### src/rtl/uart_addr_rx.sv
module uart_addr_rx #(
  parameter int OVS = 16,
  parameter int DW  = 8
) (
  input  logic          clk,
  input  logic          rst_n,
  input  logic          tick,
  input  logic          rxd,
  input  logic          nine_mode,
  input  logic          filt_en,
  input  logic [DW-1:0] addr,
  input  logic [DW-1:0] mask,
  input  logic          clr_ready,
  output logic [DW-1:0] rx_data,
  output logic          rx_bit9,
  output logic          ready,
  output logic          frame_err
);
  localparam int CW = $clog2(OVS);
  localparam int BW = $clog2(DW + 4);
  localparam logic [CW-1:0] S0   = CW'(OVS/2 - 1);
  localparam logic [CW-1:0] S1   = CW'(OVS/2);
  localparam logic [CW-1:0] S2   = CW'(OVS/2 + 1);
  localparam logic [CW-1:0] CTOP = CW'(OVS - 1);
  localparam logic [BW-1:0] LAST8 = BW'(DW + 1);
  localparam logic [BW-1:0] LAST9 = BW'(DW + 2);
  localparam logic [BW-1:0] DTOP  = BW'(DW);

  logic          rxd_m, rxd_s;
  logic          busy;
  logic [CW-1:0] cnt;
  logic [BW-1:0] bitn;
  logic          v0, v1;
  logic [DW-1:0] sh;
  logic          b9;

  logic          maj, at_dec, done, bit9v, hit_given, hit_bcast, accept;
  logic [BW-1:0] last;
  logic [DW-1:0] bmask;

  assign maj       = (v0 & v1) | (v0 & rxd_s) | (v1 & rxd_s);
  assign last      = nine_mode ? LAST9 : LAST8;
  assign at_dec    = busy && tick && (cnt == S2);
  assign done      = at_dec && (bitn == last);
  assign bit9v     = nine_mode ? b9 : maj;
  assign bmask     = addr | mask;
  assign hit_given = ((sh ^ addr) & mask) == '0;
  assign hit_bcast = (sh & bmask) == bmask;
  assign accept    = done && (!filt_en || (bit9v && (hit_given || hit_bcast)));

  always_ff @(posedge clk or negedge rst_n) begin
    if (!rst_n) begin
      rxd_m     <= 1'b1;
      rxd_s     <= 1'b1;
      busy      <= 1'b0;
      cnt       <= '0;
      bitn      <= '0;
      v0        <= 1'b1;
      v1        <= 1'b1;
      sh        <= '0;
      b9        <= 1'b0;
      rx_data   <= '0;
      rx_bit9   <= 1'b0;
      ready     <= 1'b0;
      frame_err <= 1'b0;
    end else begin
      rxd_m <= rxd;
      rxd_s <= rxd_m;
      if (tick) begin
        if (!busy) begin
          if (!rxd_s) begin
            busy <= 1'b1;
            cnt  <= CW'(1);
            bitn <= '0;
          end
        end else begin
          cnt <= (cnt == CTOP) ? '0 : cnt + CW'(1);
          if (cnt == S0) v0 <= rxd_s;
          if (cnt == S1) v1 <= rxd_s;
          if (cnt == S2) begin
            if (bitn == '0) begin
              if (maj) busy <= 1'b0;
            end else if (bitn == last) begin
              busy <= 1'b0;
            end else if (bitn <= DTOP) begin
              sh <= {maj, sh[DW-1:1]};
            end else begin
              b9 <= maj;
            end
          end
          if (cnt == CTOP) bitn <= bitn + BW'(1);
        end
      end
      if (done) frame_err <= ~maj;
      if (accept && !ready) begin
        ready   <= 1'b1;
        rx_data <= sh;
        rx_bit9 <= bit9v;
      end else if (clr_ready) begin
        ready <= 1'b0;
      end
    end
  end
endmodule


### config.mk
export PLATFORM = sky130hd
export DESIGN_NAME = uart_addr_rx
export DESIGN_NICKNAME = d
export VERILOG_FILES = /design/src/rtl/uart_addr_rx.sv
export SDC_FILE = /design/constraint.sdc
export NUM_CORES = 1
export LEC_CHECK = 0
export BUFFER_PORTS_ARGS = -buffer_cell sky130_fd_sc_hd__buf_2
export CORE_ASPECT_RATIO = 1.1
export CORE_MARGIN = 2
export CORE_UTILIZATION = 45
export CTS_CLUSTER_DIAMETER = 100
export DETAILED_ROUTE_END_ITERATION = 16
export PLACE_DENSITY = 0.66
export SYNTH_ARGS = -nofsm -noshare
export SYNTH_HDL_FRONTEND = slang
export SYNTH_SLANG_ARGS = --single-unit
### constraint.sdc
create_clock -name clk -period 1.8 [get_ports clk]
set_input_delay 0.18 -clock clk [delete_from_list [all_inputs] [get_ports clk]]
set_output_delay 0.18 -clock clk [all_outputs]
set_load 0.01 [all_outputs]
==> key figures <==
Synth
  – Number of cells produced by synthesis: 155
  – Number of warnings reported in the yosys synthesis log: 0
  – Sequential cell area fraction in the yosys report: 0.477
  – Syn Area/Cell: 11.2 sq um
  – Post-synth cell types: 38
  – Post-Syn Area: 1740 sq um
  – EDFF count, synth: 0
  – Synth Flop Type: dfrtp_1
  – Async set-reset flop share out of synthesis: 1.00
  – Syn Nets: 183
  – Flip-flop and latch count after synthesis: 33

Finish
  – Util after Layout: 0.677
  – Most common cell after layout, fill and taps aside: buf_4
  – Share of cells above drive strength 1: 0.487
  – Commonest cells after routing, fill and taps aside: buf_4 (41), buf_2 (33), dfrtp_1 (29), nor2_1 (12), nand2_1 (10)
  – Register area: 831 sq um
  – Fin nets: approximately 270
  – Area growth, synth to finish: 43.2%
  – Number of inserted diodes: 0
  – Fill cell instance count of the final layout: 304
  – Number of cells in the finished layout apart from fillers: around 290
  – Multi-input combinational cell area: 910 sq um

Setup path
  – Top fanout value on the critical path: 4
  – Critical path required time: 1.97 ns
  – Start-to-end type of the worst setup path: reg2reg
  – Critical Path Sink Type: register
  – Crit path launch type: register
  – Arrival time reported for the critical path endpoint: 2.17 ns

Status
  – Violated checks: negative setup slack
  – Run status: complete, but fails checks

STA
  – Peak Freq: 0.500 GHz
  – Final slew viol count: 0
  – Period utilization: 1.11
  – Count of final hold-check violations: 0
  – Final setup skew: between 0.002 and 0.0025 ns
  – Worst Slack Setup Final: -0.198 ns
  – Headroom to the max-slew limit: 0.509
  – Total negative slack for setup checks: -1.62 ns
  – RSZ-0062 raised after global routing: true
  – Transition at the pin with the smallest max-transition slack: 0.736 ns
  – Count of final setup violators: 9
  – Time the final worst path needs with I/O delays and setup: roughly 2.0 ns

Pwr
  – Leakage power figure: between 1 and 1.5 nW
  – Maximum VDD drop: ~0.00076 V
  – Power per Cell Area: 1090 nW/um^2

GRT
  – Global-route usage over all layers: 0.202
  – Pin count of the biggest net entering global routing: 34
  – Vias in the first global route: approximately 1500
  – Overflow after GRT: 0
  – First-pass GRT wire length: 6960 um
  – Number of antenna violations at the first check in global routing: 0

Clock tree
  – TritonCTS buffer count: 5
  – Clk Latency, worst-skew pair: 0.28 ns
  – Clock transition at the registers of the reported paths: 0.07 ns
  – Sink Count: 33
  – Clock tree from TritonCTS: built
  – Root buf cell: clkbuf_8
  – Maximum root-to-sink buffer count: 2
  – CTS H-tree depth: 2

Die
  – Number of standard-cell rows in the floorplan: 23
  – Top-Level Pins: 34
  – Die outline area: around 4400 sq um
  – Core outline area: 3680 sq um
  – Die height: 69.3 um
  – Initial cell density of the core: 0.473
  – Width of the die: 63.3 um

Detailed routing
  – Iter 0 DRT Violations: 64
  – Routed wire length per instance: 14.4 um
  – Post-detailed-route via-to-cell ratio: 5.21
  – Post-route ant nets: 0
  – Via total after detailed routing: 1500
  – Detailed-route DRC error count: 0
  – Post-Route WL: 4140 um
  – Pre-Repair DR Iteration Count: 4

Placement
  – Post-DP HPWL: around 3000 um
  – Number of cells after detailed placement: 272
  – Routability congestion estimate from global placement: 0.813
  – Count of buffers inserted at the top-level ports: 33

Min path
  – Class of the most critical hold timing path: in2reg

Job
  – Max-cap check violation count: 0
## cells by family after synthesis
logic type / count (synthesis) / synth area share
adders and majority gates: 6 / 0.0417
xor gates and xnor gates: 8 / 0.0402
AOI/OAI and AO/OA: 34 / 0.134
DFF: 33 / 0.477
and+or+nand+nor: 44 / 0.136
buffers and inverters: 10 / 0.0259
muxes: 20 / 0.145
## path summary, 6_finish.rpt
kind,start,end,slack [ns],cells after the start
min,clr_ready,ready,0.08,2
max,sh[7],rx_data[3],-0.20,5
min in group asynchronous,rst_n,cnt[3],0.51,2
max reg2reg,sh[7],rx_data[3],-0.20,5
min reg2reg,rxd_m,rxd_s,0.36,0
max in group asynchronous,rst_n,sh[3],0.83,2
## Yosys cell counts, types with 3 or more instances
| cell type | instances | area (sq um) |
|---|---|---|
| a21oi_1 | 3 | 15.0 |
| a22o_1 | 6 | 52.6 |
| a22oi_1 | 5 | 37.5 |
| clkbuf_1 | 3 | 11.3 |
| dfrtp_1 | 29 | 726 |
| dfstp_2 | 4 | 105 |
| ha_1 | 5 | 62.6 |
| inv_1 | 6 | 22.5 |
| mux2_2 | 10 | 113 |
| mux2_4 | 8 | 120 |
| nand2_1 | 11 | 41.3 |
| nand2b_1 | 3 | 18.8 |
| nand3_1 | 3 | 15.0 |
| nor2_1 | 13 | 48.8 |
| o21ai_0 | 8 | 40.0 |
| o22ai_1 | 4 | 25.0 |
| xor2_1 | 8 | 70.1 |
## registers in the layout (all words and copies together), names as in the netlist
name and flops:
b9 1, bitn 4, busy 1, cnt 4
frame_err 1, ready 1, rx_bit9 1, rx_data 8
rxd_m 1, rxd_s 1, sh 8, v0 1
v1 1
## metrics by stage
stage          setup slack (ns)  hold slack [ns]  total power, mW  cell area [sq um]
6_report                 -0.198           0.0840             2.72               2490
5_1_grt                  -0.235           0.0686             2.89               2490
4_1_cts                  -0.199           0.0762             2.71               2450
3_5_place_dp             -0.222            0.286             1.85               2250
3_3_place_gp             -0.201            0.271             1.79               2250
2_1_floorplan            -0.128           -0.116             1.46               1750
## layout make-up
type / instances / share of cell area
clock buffer: 5 / 0.0276
clock inverter: 3 / 0.0261
inverter: 6 / 0.00903
multi-input combinational: 112 / 0.365
sequential: 33 / 0.333
tap: 50 / 0.0251
timing repair buffer: 79 / 0.215
## routing by layer
layer	share of wire	global-route usage	vias to the layer above	wire, um
li1	-	-	728	-
met1	0.43	0.247	748	1770
met2	0.54	0.353	22	2230
met3	0.029	0.0536	2	122
met4	0.0041	0.0507	0	17
met5	0	0	-	0
## repair_timing
action | CTS | global route
buffers inserted | 5 | 2
resized for setup | 2 | 6
hold buffers | 2 | 0
gates cloned | 0 | 0
endpoints found under the setup margin | 8 | 18
hold endpoints to repair | 30 | 0
pin swaps | 4 | 2
## worst max-delay path: stages, from the launching register on
cell     delay [ns]
dfrtp_1        0.39
o22ai_1        0.11
or4_4          0.55
a311o_1        0.39
buf_6          0.16
mux2_4         0.29
## power by group
| group | switching (mW) | internal, mW |
|---|---|---|
| Sequential | 0.0757 | 0.881 |
| Clock | 0.272 | 0.550 |
| Combinational | 0.450 | 0.490 |
(Power assumes the default switching activity.)
